## config.mk

```make
export PLATFORM = sky130hd
export DESIGN_NAME = evnotify_ctrl
export DESIGN_NICKNAME = d
export VERILOG_FILES = /design/src/rtl/evn_pkg.sv /design/src/rtl/evn_owner_cas.sv /design/src/rtl/evn_regs.sv /design/src/rtl/evn_notify_tx.sv /design/src/rtl/evnotify_ctrl.sv
export SDC_FILE = /design/constraint.sdc
export NUM_CORES = 1
export LEC_CHECK = 0
export ABC_AREA = 0
export BUFFER_PORTS_ARGS = -buffer_cell sky130_fd_sc_hd__buf_2
export CAP_MARGIN = 20
export CELL_PAD_IN_SITES_DETAIL_PLACEMENT = 1
export CELL_PAD_IN_SITES_GLOBAL_PLACEMENT = 1
export CORE_ASPECT_RATIO = 1.75
export CORE_MARGIN = 10
export CORE_UTILIZATION = 36
export CTS_CLUSTER_DIAMETER = 80
export CTS_CLUSTER_SIZE = 25
export DETAILED_ROUTE_END_ITERATION = 7
export PLACE_DENSITY = 0.78
export SETUP_SLACK_MARGIN = 0.2
export SYNTH_ARGS = -nofsm -noshare
export SYNTH_HDL_FRONTEND = slang
export SYNTH_SLANG_ARGS = --single-unit
```

## constraint.sdc

```tcl
create_clock -name clk -period 2.3 [get_ports clk]
set_input_delay 0.46 -clock clk [delete_from_list [all_inputs] [get_ports clk]]
set_output_delay 0.46 -clock clk [all_outputs]
set_load 0.02 [all_outputs]
```

## src/rtl/evn_pkg.sv

```systemverilog
package evn_pkg;
  localparam int OWN_W   = 64;
  localparam int NODE_SH = 48;
  localparam int WORD_W  = 32;
  localparam int RA_W    = 2;
  localparam logic [OWN_W-1:0] OWNER_NONE = {16'hFFFF, {NODE_SH{1'b0}}};

  // event bit positions
  localparam int EVB_RXCFG  = 0;
  localparam int EVB_TXCFG  = 1;
  localparam int EVB_LOCK   = 4;
  localparam int EVB_CLKACC = 5;
  localparam int EVB_EXTST  = 6;

  typedef enum logic [RA_W-1:0] {
    RA_OWNER_HI = 2'd0,
    RA_OWNER_LO = 2'd1,
    RA_NOTE     = 2'd2,
    RA_ENABLE   = 2'd3
  } reg_addr_e;
endpackage

```

## src/rtl/evn_owner_cas.sv

```systemverilog
module evn_owner_cas
  import evn_pkg::*;
(
  input  logic             clk,
  input  logic             rst_n,
  input  logic             bus_reset_i,
  input  logic             cas_fire_i,
  input  logic [OWN_W-1:0] cas_cmp_i,
  input  logic [OWN_W-1:0] cas_new_i,
  output logic [OWN_W-1:0] owner_o,
  output logic             rsp_valid_o,
  output logic [OWN_W-1:0] rsp_old_o,
  output logic             rsp_swapped_o
);
  logic [OWN_W-1:0] owner_q;
  logic             hit;

  assign hit     = (owner_q == cas_cmp_i);
  assign owner_o = owner_q;

  always_ff @(posedge clk or negedge rst_n) begin
    if (!rst_n) begin
      owner_q       <= OWNER_NONE;
      rsp_valid_o   <= 1'b0;
      rsp_old_o     <= '0;
      rsp_swapped_o <= 1'b0;
    end else begin
      rsp_valid_o <= cas_fire_i;
      if (cas_fire_i) begin
        rsp_old_o     <= owner_q;
        rsp_swapped_o <= hit;
      end
      if (bus_reset_i)
        owner_q <= OWNER_NONE;
      else if (cas_fire_i && hit)
        owner_q <= cas_new_i;
    end
  end
endmodule

```

## src/rtl/evn_regs.sv

```systemverilog
module evn_regs
  import evn_pkg::*;
#(
  parameter int EVW = 32
) (
  input  logic              clk,
  input  logic              rst_n,
  input  logic              bus_reset_i,
  input  logic              wr_en_i,
  input  logic [RA_W-1:0]   wr_addr_i,
  input  logic [WORD_W-1:0] wr_data_i,
  input  logic [WORD_W-1:0] evt_word_i,
  input  logic [OWN_W-1:0]  owner_i,
  input  logic [RA_W-1:0]   rd_addr_i,
  output logic              stream_en_o,
  output logic [WORD_W-1:0] note_o,
  output logic [WORD_W-1:0] rd_data_o
);
  logic [WORD_W-1:0] note_q;
  logic              en_q;
  logic              en_wr;

  assign en_wr       = wr_en_i && (reg_addr_e'(wr_addr_i) == RA_ENABLE);
  assign note_o      = note_q;
  assign stream_en_o = en_q;

  always_ff @(posedge clk or negedge rst_n) begin
    if (!rst_n) begin
      note_q <= '0;
      en_q   <= 1'b0;
    end else begin
      if (|evt_word_i) note_q <= evt_word_i;
      if (bus_reset_i)  en_q <= 1'b0;
      else if (en_wr)   en_q <= |wr_data_i;
    end
  end

  always_comb begin
    unique case (reg_addr_e'(rd_addr_i))
      RA_OWNER_HI: rd_data_o = owner_i[OWN_W-1:WORD_W];
      RA_OWNER_LO: rd_data_o = owner_i[WORD_W-1:0];
      RA_NOTE:     rd_data_o = note_q;
      default:     rd_data_o = {{(WORD_W-1){1'b0}}, en_q};
    endcase
  end
endmodule

```

## src/rtl/evn_notify_tx.sv

```systemverilog
module evn_notify_tx
  import evn_pkg::*;
(
  input  logic              clk,
  input  logic              rst_n,
  input  logic [WORD_W-1:0] evt_word_i,
  input  logic [OWN_W-1:0]  owner_i,
  input  logic              ready_i,
  output logic              valid_o,
  output logic [OWN_W-1:0]  addr_o,
  output logic [WORD_W-1:0] data_o
);
  logic [WORD_W-1:0] pend_q;
  logic [WORD_W-1:0] cand;
  logic              slot_free;
  logic              owner_ok;

  assign slot_free = !valid_o || ready_i;
  assign cand      = pend_q | evt_word_i;
  assign owner_ok  = (owner_i != OWNER_NONE);

  always_ff @(posedge clk or negedge rst_n) begin
    if (!rst_n) begin
      pend_q  <= '0;
      valid_o <= 1'b0;
      addr_o  <= '0;
      data_o  <= '0;
    end else if (slot_free) begin
      pend_q <= '0;
      if ((|cand) && owner_ok) begin
        valid_o <= 1'b1;
        addr_o  <= owner_i;
        data_o  <= cand;
      end else begin
        valid_o <= 1'b0;
      end
    end else begin
      pend_q <= pend_q | evt_word_i;
    end
  end
endmodule

```

## src/rtl/evnotify_ctrl.sv

```systemverilog
module evnotify_ctrl
  import evn_pkg::*;
#(
  parameter int EVW = 32
) (
  input  logic              clk,
  input  logic              rst_n,
  input  logic              bus_reset_i,
  input  logic              cas_valid_i,
  output logic              cas_ready_o,
  input  logic [63:0]       cas_cmp_i,
  input  logic [63:0]       cas_new_i,
  output logic              cas_rsp_valid_o,
  output logic [63:0]       cas_old_o,
  output logic              cas_swapped_o,
  input  logic              wr_en_i,
  input  logic [1:0]        wr_addr_i,
  input  logic [31:0]       wr_data_i,
  input  logic [1:0]        rd_addr_i,
  output logic [31:0]       rd_data_o,
  output logic              stream_en_o,
  input  logic [EVW-1:0]    evt_i,
  output logic              ntf_valid_o,
  input  logic              ntf_ready_i,
  output logic [63:0]       ntf_addr_o,
  output logic [31:0]       ntf_data_o
);
  logic [OWN_W-1:0]  owner_w;
  logic [WORD_W-1:0] note_w;
  logic [WORD_W-1:0] evt_word;
  logic              cas_fire;

  generate
    if (EVW < WORD_W) begin : g_pad
      assign evt_word = {{(WORD_W-EVW){1'b0}}, evt_i};
    end else begin : g_full
      assign evt_word = evt_i[WORD_W-1:0];
    end
  endgenerate

  assign cas_ready_o = !bus_reset_i;
  assign cas_fire    = cas_valid_i && cas_ready_o;

  evn_owner_cas u_owner (
    .clk           (clk),
    .rst_n         (rst_n),
    .bus_reset_i   (bus_reset_i),
    .cas_fire_i    (cas_fire),
    .cas_cmp_i     (cas_cmp_i),
    .cas_new_i     (cas_new_i),
    .owner_o       (owner_w),
    .rsp_valid_o   (cas_rsp_valid_o),
    .rsp_old_o     (cas_old_o),
    .rsp_swapped_o (cas_swapped_o)
  );

  evn_regs #(.EVW(EVW)) u_regs (
    .clk         (clk),
    .rst_n       (rst_n),
    .bus_reset_i (bus_reset_i),
    .wr_en_i     (wr_en_i),
    .wr_addr_i   (wr_addr_i),
    .wr_data_i   (wr_data_i),
    .evt_word_i  (evt_word),
    .owner_i     (owner_w),
    .rd_addr_i   (rd_addr_i),
    .stream_en_o (stream_en_o),
    .note_o      (note_w),
    .rd_data_o   (rd_data_o)
  );

  evn_notify_tx u_tx (
    .clk        (clk),
    .rst_n      (rst_n),
    .evt_word_i (evt_word),
    .owner_i    (owner_w),
    .ready_i    (ntf_ready_i),
    .valid_o    (ntf_valid_o),
    .addr_o     (ntf_addr_o),
    .data_o     (ntf_data_o)
  );
endmodule

```

# Yosys cells after proc, flatten, opt, wreduce, memory -nomap -nowiden
# Cells that the tools add are included.
dict set report word_totals {
  ram_bits 0
  ff_bits 292
  memories 0
  inputBits 202
  latchBits 0
  mem_bits_ro 0
}
dict set report op_classes {
  shifts 0
  div_mod_pow 0
  bitwise 1
  n_mul 0
  order_cmp 0
  eq_ne 5
  n_reduce_logical 14
  n_mux 7
  addsub 0
}
# op count
set op_table {}
lappend op_table {{two-way mux 64 bit} 2}
lappend op_table {{one-hot mux 32 bit (3 select lines)} 1}
lappend op_table {{OR reduction 32 bit} 3}
lappend op_table {{== test 64 bit} 1}
lappend op_table {{!= test 64 bit (second input constant)} 1}
lappend op_table {{two-way mux 32 bit} 1}
lappend op_table {{bitwise OR 32 bit} 1}
lappend op_table {{== test 2 bit (second input constant)} 2}
lappend op_table {{logical AND 1 bit} 4}
lappend op_table {{nonzero test 2 bit} 2}
lappend op_table {{two-way mux 1 bit} 3}
lappend op_table {{== test 2 x 1 -> 1 bit (second input constant)} 1}
lappend op_table {{zero test 1 bit} 2}
lappend op_table {{zero test 2 bit} 1}
lappend op_table {{AND reduction 2 bit} 1}
lappend op_table {{logical OR 1 bit} 1}

# Logic depth before layout (Yosys ltp)
# Gate-level depths: netlist (run 1).
dict set report depth {
  word_depth 5
  ltp_mapped 9
  depth_no_buf 6
}

# Hierarchy
# From an unflattened synthesis (run 1), not the netlist that was laid out.
dict set report unflattened {
  hier_cells 1168
  hier_area_um2 13302.8
}
# module n_inst cells_each area_each_um2
set by_module_without_submodules {}
lappend by_module_without_submodules {evn_owner_cas 1 521 5979.5}
lappend by_module_without_submodules {evn_notify_tx 1 381 4996.0}
lappend by_module_without_submodules {evn_regs 1 264 2317.2}
lappend by_module_without_submodules {evnotify_ctrl 1 2 10.0}

# Worst setup path before layout (run 1)
# OpenSTA, ideal clock, no wires.
dict set report synth_timing {
  path_kind {in2reg}
  startpoint {input port bus_reset_i}
  endpoint {register u_owner.owner_q[15] (netlist: u_owner.owner_o[15])}
  arrival_ns 2.332
  path_slack_ns -0.157
  stages 8
  path_buffers 2
  required_time_ns 2.175
  cell_sequence {inv_1 -> nand2_1 -> a2111oi_0 -> nand4_1 -> or4_1 -> buf_6 -> buf_6 -> mux2_4}
}
dict set report synth_between {
  elab_chain_cells 4
}
# element line
set synth_lines {}
lappend synth_lines {{start, declared} evnotify_ctrl.sv:8} ;# input logic bus_reset_i,
lappend synth_lines {{zero test 1 bit} evnotify_ctrl.sv:41} ;# assign cas_ready_o = !bus_reset_i;
lappend synth_lines {{logical AND 1 bit} evnotify_ctrl.sv:42} ;# assign cas_fire = cas_valid_i && cas_ready_o;
lappend synth_lines {{logical AND 1 bit} evn_owner_cas.sv:35} ;# else if (cas_fire_i && hit)
lappend synth_lines {{nonzero test 2 bit (no line)} --}
lappend synth_lines {{end signal, assigned} evn_owner_cas.sv:36} ;# owner_q <= cas_new_i;
lappend synth_lines {{end, declared} evn_owner_cas.sv:15} ;# logic [OWN_W-1:0] owner_q;
# Parallel ways exist; a longest one is shown, timed or not.
# A chain may end at the register's enable or synchronous reset.

# Worst setup path after layout (run 1)
dict set report layout_timing {
  startpoint {register u_owner.owner_q[22] (netlist: u_owner.owner_o[22])}
  endpoint {register u_tx.addr_o[56]}
}
dict set report layout_between {
  elab_chain_cells 3
}
# element line
set layout_lines {}
lappend layout_lines {{!= test 64 bit} evn_notify_tx.sv:20} ;# assign owner_ok = (owner_i != OWNER_NONE);
lappend layout_lines {{logical AND 1 bit} evn_notify_tx.sv:30} ;# if ((|cand) && owner_ok) begin
lappend layout_lines {{AND reduction 2 bit (no line)} --}
lappend layout_lines {{end signal, assigned} evn_notify_tx.sv:32} ;# addr_o <= owner_i;
lappend layout_lines {{end, declared} evn_notify_tx.sv:10} ;# output logic [OWN_W-1:0] addr_o,
# Every way passes these cells.

==> results of run 1 <==
-- sequential cells by signal, summed over array words and instances, names as in the netlist, 32 cells and up --
name and count:
u_owner.owner_o 64, u_owner.rsp_old_o 64, u_tx.addr_o 64, u_regs.note_o 32
u_tx.data_o 32, u_tx.pend_q 32
-- layer usage --
metal,vias up,global-route usage (%)
met5,-,0
met4,14,16.7
met3,181,6.18
met2,454,46.9
met1,5867,26.9
li1,5065,-
-- repair_timing --
item                                    in CTS  in global routing
pin swaps                                    9                 13
cloned                                       4                  3
setup buffers                                6                 14
resized for setup                           39                 58
hold buffers                                 1                  0
endpoints found under the setup margin     182                188
endpoints found under the hold margin       48                  0
-- power by group through the flow --
stage | Clock, mW | Sequential, mW | Combinational, mW
final | 3.04 | 5.58 | 1.79
after global routing | 3.28 | 5.62 | 1.93
after CTS | 3.10 | 5.58 | 1.79
after detailed placement | 0 | 5.68 | 1.77
after global placement | 0 | 5.66 | 1.72
after floorplan | 0 | 5.98 | 0.471
-- placed cells by master (no fill, tap or decap), types with 3 or more instances in the layout --
master     netlist  routed
mux2i_2          0       8
buf_8            0       4
nor4_2           0       4
nor2_1          94      92
dfrtp_2          0      10
nor4bb_1         5       3
buf_6            6      24
o2bb2ai_1        3       3
buf_12           0      17
a21o_1          32      32
buf_2            6     376
diode_2          0      17
buf_4            0     168
nor2b_1         39      38
nand2b_1         7       7
mux2_4          33      34
nand2_1        196     195
buf_16           0       5
o21ai_0         47      16
mux2i_1         79      69
nand4_1         22      22
nor4_1          48      44
clkbuf_1        41       9
o22ai_1          6       6
o21ai_1          0      31
xor2_1          12      12
xnor2_1         31      30
dfrtp_1        276     266
clkbuf_16        0      18
mux2_2          79      78
dfstp_2         16      16
inv_1           71      70
-- stage by stage --
stage | std cells | utilization [%] | power [mW]
after CTS | 2197 | 49.1 | 10.5
after global routing | 2229 | 50.3 | 10.8
after detailed placement | 2160 | 47.0 | 7.44
after floorplan | 1173 | - | 6.45
final | 2231 | 50.3 | 10.4
after global placement | 2160 | 47.0 | 7.38
-- Yosys cell counts --
| cell type | count |
|---|---|
| a2111oi_0 | 2 |
| a211oi_1 | 1 |
| a21o_1 | 32 |
| a222oi_1 | 1 |
| a22o_1 | 2 |
| a31oi_1 | 1 |
| and2_1 | 1 |
| and4b_1 | 1 |
| buf_1 | 2 |
| buf_2 | 6 |
| buf_6 | 6 |
| clkbuf_1 | 41 |
| dfrtp_1 | 276 |
| dfstp_2 | 16 |
| inv_1 | 71 |
| inv_2 | 1 |
| mux2_2 | 79 |
| mux2_4 | 33 |
| mux2i_1 | 79 |
| mux4_2 | 1 |
| nand2_1 | 196 |
| nand2b_1 | 7 |
| nand3_1 | 1 |
| nand4_1 | 22 |
| nor2_1 | 94 |
| nor2b_1 | 39 |
| nor3_1 | 2 |
| nor4_1 | 48 |
| nor4b_1 | 3 |
| nor4bb_1 | 5 |
| o2111ai_1 | 2 |
| o21ai_0 | 47 |
| o221ai_1 | 2 |
| o22ai_1 | 6 |
| o2bb2ai_1 | 3 |
| or4_1 | 1 |
| xnor2_1 | 31 |
| xor2_1 | 12 |
-- path summary, 6_finish.rpt --
| kind | end | cells after the start | start | slack, ns |
|---|---|---|---|---|
| min in group asynchronous | u_tx.addr_o[12] | 2 | rst_n | 0.49 |
| max | u_tx.addr_o[56] | 9 | u_owner.owner_o[22] | -0.42 |
| min | u_owner.owner_o[52] | 3 | cas_new_i[52] | 0.13 |
| max reg2reg | u_tx.addr_o[56] | 9 | u_owner.owner_o[22] | -0.42 |
| min reg2reg | u_owner.rsp_old_o[59] | 2 | u_owner.rsp_old_o[59] | 0.48 |
| max in group asynchronous | u_owner.owner_o[36] | 4 | rst_n | 1.03 |
-- cell type report --
class,count,area share (%)
clock inverter,2,0.0972
timing repair buffer,600,22.5
sequential,292,40.7
inverter,72,1.52
antenna,17,0.236
tap,470,3.26
multi-input combinational,754,29.4
clock buffer,24,2.27
-- logic make-up after synthesis --
family          after synthesis
compound gates               99
xor+xnor                     43
buf+inv                     127
flops                       292
mux                         192
simple gates                420
-- worst min-delay path, delay by kind of cell --
family / cells / cell delay [ns]
muxes: 1 / 0.06
buffers and inverters: 2 / 0.15
==> out/results.txt, run 1 <==
Status -> complete, but fails checks
Violated checks -> setup timing
Chip width -> 164 um
Initial antenna violation count -> 22
Clk pwr share -> 29.2%
Unique cell type count in the Yosys netlist -> 38
Worst Tran Pin Value -> 0.940 ns
Crit start category -> register
Final setup TNS -> -53.26 ns
Drt first pass iters -> 4
Die area -> 44400 um^2
Mean Syn Cell Area -> 11.1 um^2
Post-Synth Adder-Cell Area -> 0%
Final Hold Fails -> 0
Worst-path clk slew -> 0.10 ns
Area occupied by registers -> 7340 um^2
Root Driver -> clkbuf_16
Mux contribution to synthesized area -> 16.9%
Simple-gate share of the synthesized area -> 14.8%
Reg power frac -> 53.6%
Met3 wire length -> 4.21 mm
Fill count -> 4080
Crit path DAT -> 3.11 ns
Pwr dens -> 578 nW/um^2
Sequential share of the synthesized area -> 56.4%
Final worst slack -> -0.419 ns
Crit-path cells -> buf_4, nor4bb_1, nand4_1, nor4_2, buf_4, nor2_2, and2_4, buf_12, mux2_2
XOR/XNOR Fraction of Synth Area -> 2.90%
Seq cells post-synth -> 292
Final Setup Violations -> 163
GRT overflow -> 0
Vias in the first global route -> 12.9k
Cell family with most CP delay -> simple AND/OR/NAND/NOR gates
Post-DP HPWL -> 47.4 mm
Nets -> 1937
Die height -> 271 um
Net Sw Frac -> 29.6%
Max incr delay on CP -> 0.48 ns
Worst Skew -> 0.0482 ns
MaxCap Viol Count -> 0
Core ar. -> 35800 um^2
Sw Pwr -> 3.08 mW
RSZ-0062 raised after global routing -> yes
Initial core utilization -> 36.3%
Max Slew Vio Count -> 0
Top routing layer used -> met5
Post-synth top area share -> 53.2%
Clock tree sinks -> 292
Initial drt markers -> 594
Critical path's most frequent cell -> buf_4
Htree depth -> 1
Relative slew slack -> 37.3%
Clk buf depth -> 3
Vias per inst -> 5.19
Post-Syn Area -> 13000 um^2
I/O Pins -> 399
Area delta synth->final -> 38.7%
Share of cells above drive strength 1 -> 44.9%
Final wirelength -> 61.7 mm
Dpl ws -> -0.445 ns
Routed wire per std cell -> 27.6 um
Slowest CP cell -> dfrtp_1
CP max FO -> 43
Worst hold path class -> in2reg
Critical path endpoint category -> register
Max Fclk -> 368 MHz
Gr usage total -> 26.3%
Multi-input logic area -> 5300 um^2
CTS tree -> built
Internal -> 7.33 mW
Metal1 wirelength -> 21.0 mm
Site Rows -> 92
Detailed-route via count -> 11.6k
CP bufs+invs -> 3
Net Count, Synth -> 1375
Hold WS -> 0.133 ns
# port buffers -> 398
Met2 WL -> 31.5 mm
Placed Area -> 16800 um^2
Antenna-violating nets left -> 0
First-pass GRT wire length -> 86.5 mm
Worst-Skew Late Latency -> 0.54 ns
Area leader, netlist -> dfrtp_1
Post-synthesis compound-gate area fraction -> 4.87%
Combinational Power Share -> 17.2%
Num CTS Buffers -> 15
CP Class -> reg2reg
Yosys warning count -> 0
Leak pwr -> 9.59 nW
Gate Count Post-Synth -> 1173
Largest net degree at the start of global routing -> 82
DRC viols -> 0
Tcrit/Tclk final -> 118%
Final RePlAce weighted congestion -> 0.974
Fin crit period -> 2.72 ns
Largest family of logic cells by synthesized area -> multiplexers
Main area contributors after synthesis -> dfrtp_1, mux2_2, mux2i_1
Design area -> 18000 um^2
CP required -> 2.69 ns
VDD IR max -> 595 uV
No activity file was read; power rests on OpenSTA's default activity.
==> inputs of run 2 (changes only) <==
--- a/config.mk
+++ b/config.mk
@@ -6,7 +6,7 @@
 export NUM_CORES = 1
 export LEC_CHECK = 0
 export ABC_AREA = 0
-export BUFFER_PORTS_ARGS = -buffer_cell sky130_fd_sc_hd__buf_2
+export BUFFER_PORTS_ARGS = -buffer_cell sky130_fd_sc_hd__buf_4
 export CAP_MARGIN = 20
 export CELL_PAD_IN_SITES_DETAIL_PLACEMENT = 1
 export CELL_PAD_IN_SITES_GLOBAL_PLACEMENT = 1
==> run 2 against run 1 <==
  * The run still ends with setup timing left
  * Non-clock buffer count is 8 lower
  * Core utilization grew 3.3 points
  * Worst setup slack got worse by 0.061 ns
  * Cell count decreased by 0.45%
  * Clock-buffer cell count increased by 2
==> out/results.txt, run 2 (synthesized netlist as in run 1, its figures left out) <==
Worst Skew -> 0.0308 ns (-0.0174 ns)
Most common cell after layout, fill and taps aside -> buf_4
Max Slew Vio Count -> 0 (unchanged)
Slowest CP cell -> dfstp_2
Share of cells above drive strength 1 -> 45.1% (+0.16 points)
Violated checks -> setup timing
Antenna-violating nets left -> 0 (unchanged)
Initial drt markers -> 719 (+21%)
Area delta synth->final -> 47.7%
MaxCap Viol Count -> 0 (unchanged)
Worst hold path class -> in2reg
Largest net degree at the start of global routing -> 82 (unchanged)
Crit start category -> register
Leak pwr -> 9.91 nW (+3.3%)
First-pass GRT wire length -> 89.2 mm (+3.1%)
Initial core utilization -> 36.3% (unchanged)
Status -> complete, but fails checks
Clock tree sinks -> 292 (unchanged)
Drt first pass iters -> 6 (+2)
Tcrit/Tclk final -> 121% (+2.6 points)
Max Fclk -> 360 MHz (-2.2%)
GRT overflow -> 0 (unchanged)
Crit-path cells -> xnor2_1, nand4_1, nor4_2, nand4_1, or4_4, buf_12, mux2_4
DRC viols -> 0 (unchanged)
Final Setup Violations -> 162 (-0.61%)
Final RePlAce weighted congestion -> 0.916 (-5.9%)
VDD IR max -> 635 uV (+6.8%)
Gr usage total -> 27.2% (+0.92 points)
Pwr dens -> 569 nW/um^2 (-1.6%)
I/O Pins -> 399 (unchanged)
Multi-input logic area -> 5400 um^2 (+1.8%)
Critical path's most frequent cell -> nand4_1
Relative slew slack -> 36.6% (-0.70 points)
Final Hold Fails -> 0 (unchanged)
Site Rows -> 92 (unchanged)
Worst-path clk slew -> 0.11 ns (about the same)
Final worst slack -> -0.480 ns (-0.0607 ns)
Num CTS Buffers -> 16 (+1)
Die area -> 44400 um^2 (unchanged)
Final wirelength -> 62.7 mm (+1.7%)
Non-Filler Instances -> 2221 (-0.45%)
Fin crit period -> 2.78 ns (+0.0607 ns)
RSZ-0062 raised after global routing -> yes
Critical path endpoint category -> register
Clk buf depth -> 3 (unchanged)
Htree depth -> 1 (unchanged)
Crit path DAT -> 3.20 ns (+0.09 ns)
Die height -> 271 um (unchanged)
Final setup TNS -> -48.47 ns (+4.78 ns)
Hold WS -> 0.142 ns (+0.00865 ns)
Max incr delay on CP -> 0.58 ns (+0.10 ns)
Initial antenna violation count -> 11 (-50%)
CP Class -> reg2reg
Core ar. -> 35800 um^2 (unchanged)
Vias in the first global route -> 12.9k (+0.29%)
Nets -> 1932 (-0.26%)
Fill count -> 3951 (-3.2%)
CTS tree -> built
CP required -> 2.72 ns (+0.03 ns)
CP max FO -> 33 (-23%)
Layout Utilization -> 53.6% (+3.3 points)
# port buffers -> 398 (unchanged)
Vias per inst -> 5.19 (about the same)
Cell total after placement -> 2148 (-0.56%)
Post-DP HPWL -> 48.0 mm (+1.3%)
Worst-Skew Late Latency -> 0.53 ns (about the same)
Detailed-route via count -> 11.5k (-0.37%)
Chip width -> 164 um (unchanged)
Area occupied by registers -> 7340 um^2 (about the same)
Root Driver -> clkbuf_16
Commonest non-fill, non-tap cells in the layout -> buf_4, dfrtp_1, nand2_1, nor2_1, mux2_2
Worst Tran Pin Value -> 0.951 ns (+0.0105 ns)
Routed wire per std cell -> 28.2 um (+2.1%)
==> run 2: cell count changes in the layout (fill, tap and decap cells not counted), moves of 4 or more <==
cell,change
diode_2,-6
buf_6,+11
buf_4,+352
o21ai_1,-6
buf_12,+6
mux2i_2,-4
buf_16,+4
buf_2,-376
o21ai_2,+6
==> run 2: final cells by class <==
cell class / count / area share [%]
antenna: 11 / 0.143
clock buffer: 26 / 2.39
clock inverter: 2 / 0.189
inverter: 72 / 1.43
multi-input combinational: 756 / 28.1
sequential: 292 / 38.2
tap: 470 / 3.06
timing repair buffer: 592 / 26.4
==> run 2: worst max-delay path: cells and delay by family, from the launching register on <==
kind | cells | cell delay (ns)
simple gates | 4 | 1.37
xor+xnor | 1 | 0.13
flops | 1 | 0.58
mux | 1 | 0.33
buf+inv | 1 | 0.21
==> run 2: final timing paths <==
| check | from | to | cells past startpoint | slack (ns) |
|---|---|---|---|---|
| max | u_owner.owner_o[62] | u_owner.owner_o[46] | 7 | -0.48 |
| min | cas_new_i[56] | u_owner.owner_o[56] | 3 | 0.14 |
| max reg2reg | u_owner.owner_o[62] | u_owner.owner_o[46] | 7 | -0.48 |
| min reg2reg | u_owner.rsp_old_o[17] | u_owner.rsp_old_o[17] | 2 | 0.48 |
| max in group asynchronous | rst_n | u_tx.data_o[0] | 3 | 0.98 |
| min in group asynchronous | rst_n | u_owner.owner_o[42] | 2 | 0.44 |
==> run 2: stage by stage <==
stage | area [um^2] | power (mW) | setup WS, ns
global placement | 17800 | 7.67 | -0.482
detailed placement | 17800 | 7.73 | -0.500
global route | 19200 | 11.3 | -0.532
finish | 19200 | 10.9 | -0.480
floorplan | 13000 | 6.45 | -0.0396
CTS | 19000 | 11.0 | -0.416
==> run 2: report_power, final <==
group / internal (mW) / switching [mW] / leakage (nW) / total (mW)
sequential: 5.42 / 0.186 / 3.72 / 5.60
clock: 1.43 / 1.85 / 0.237 / 3.28
combinational: 0.880 / 1.15 / 5.94 / 2.03
total: 7.73 / 3.18 / 9.91 / 10.9
==> run 2: what timing repair did <==
action,CTS,global route
pin swaps,17,12
cloned,11,0
hold buffers,1,0
endpoints found under the hold margin,50,0
resized for setup,85,20
setup buffers,17,5
endpoints found under the setup margin,181,185
==> run 2: metal layers <==
layer  global-route usage [%]  wire length, um
met1                     27.5            21500
met2                     48.8            32700
met3                     6.41             3990
met4                     17.4             4530
met5                        0               32
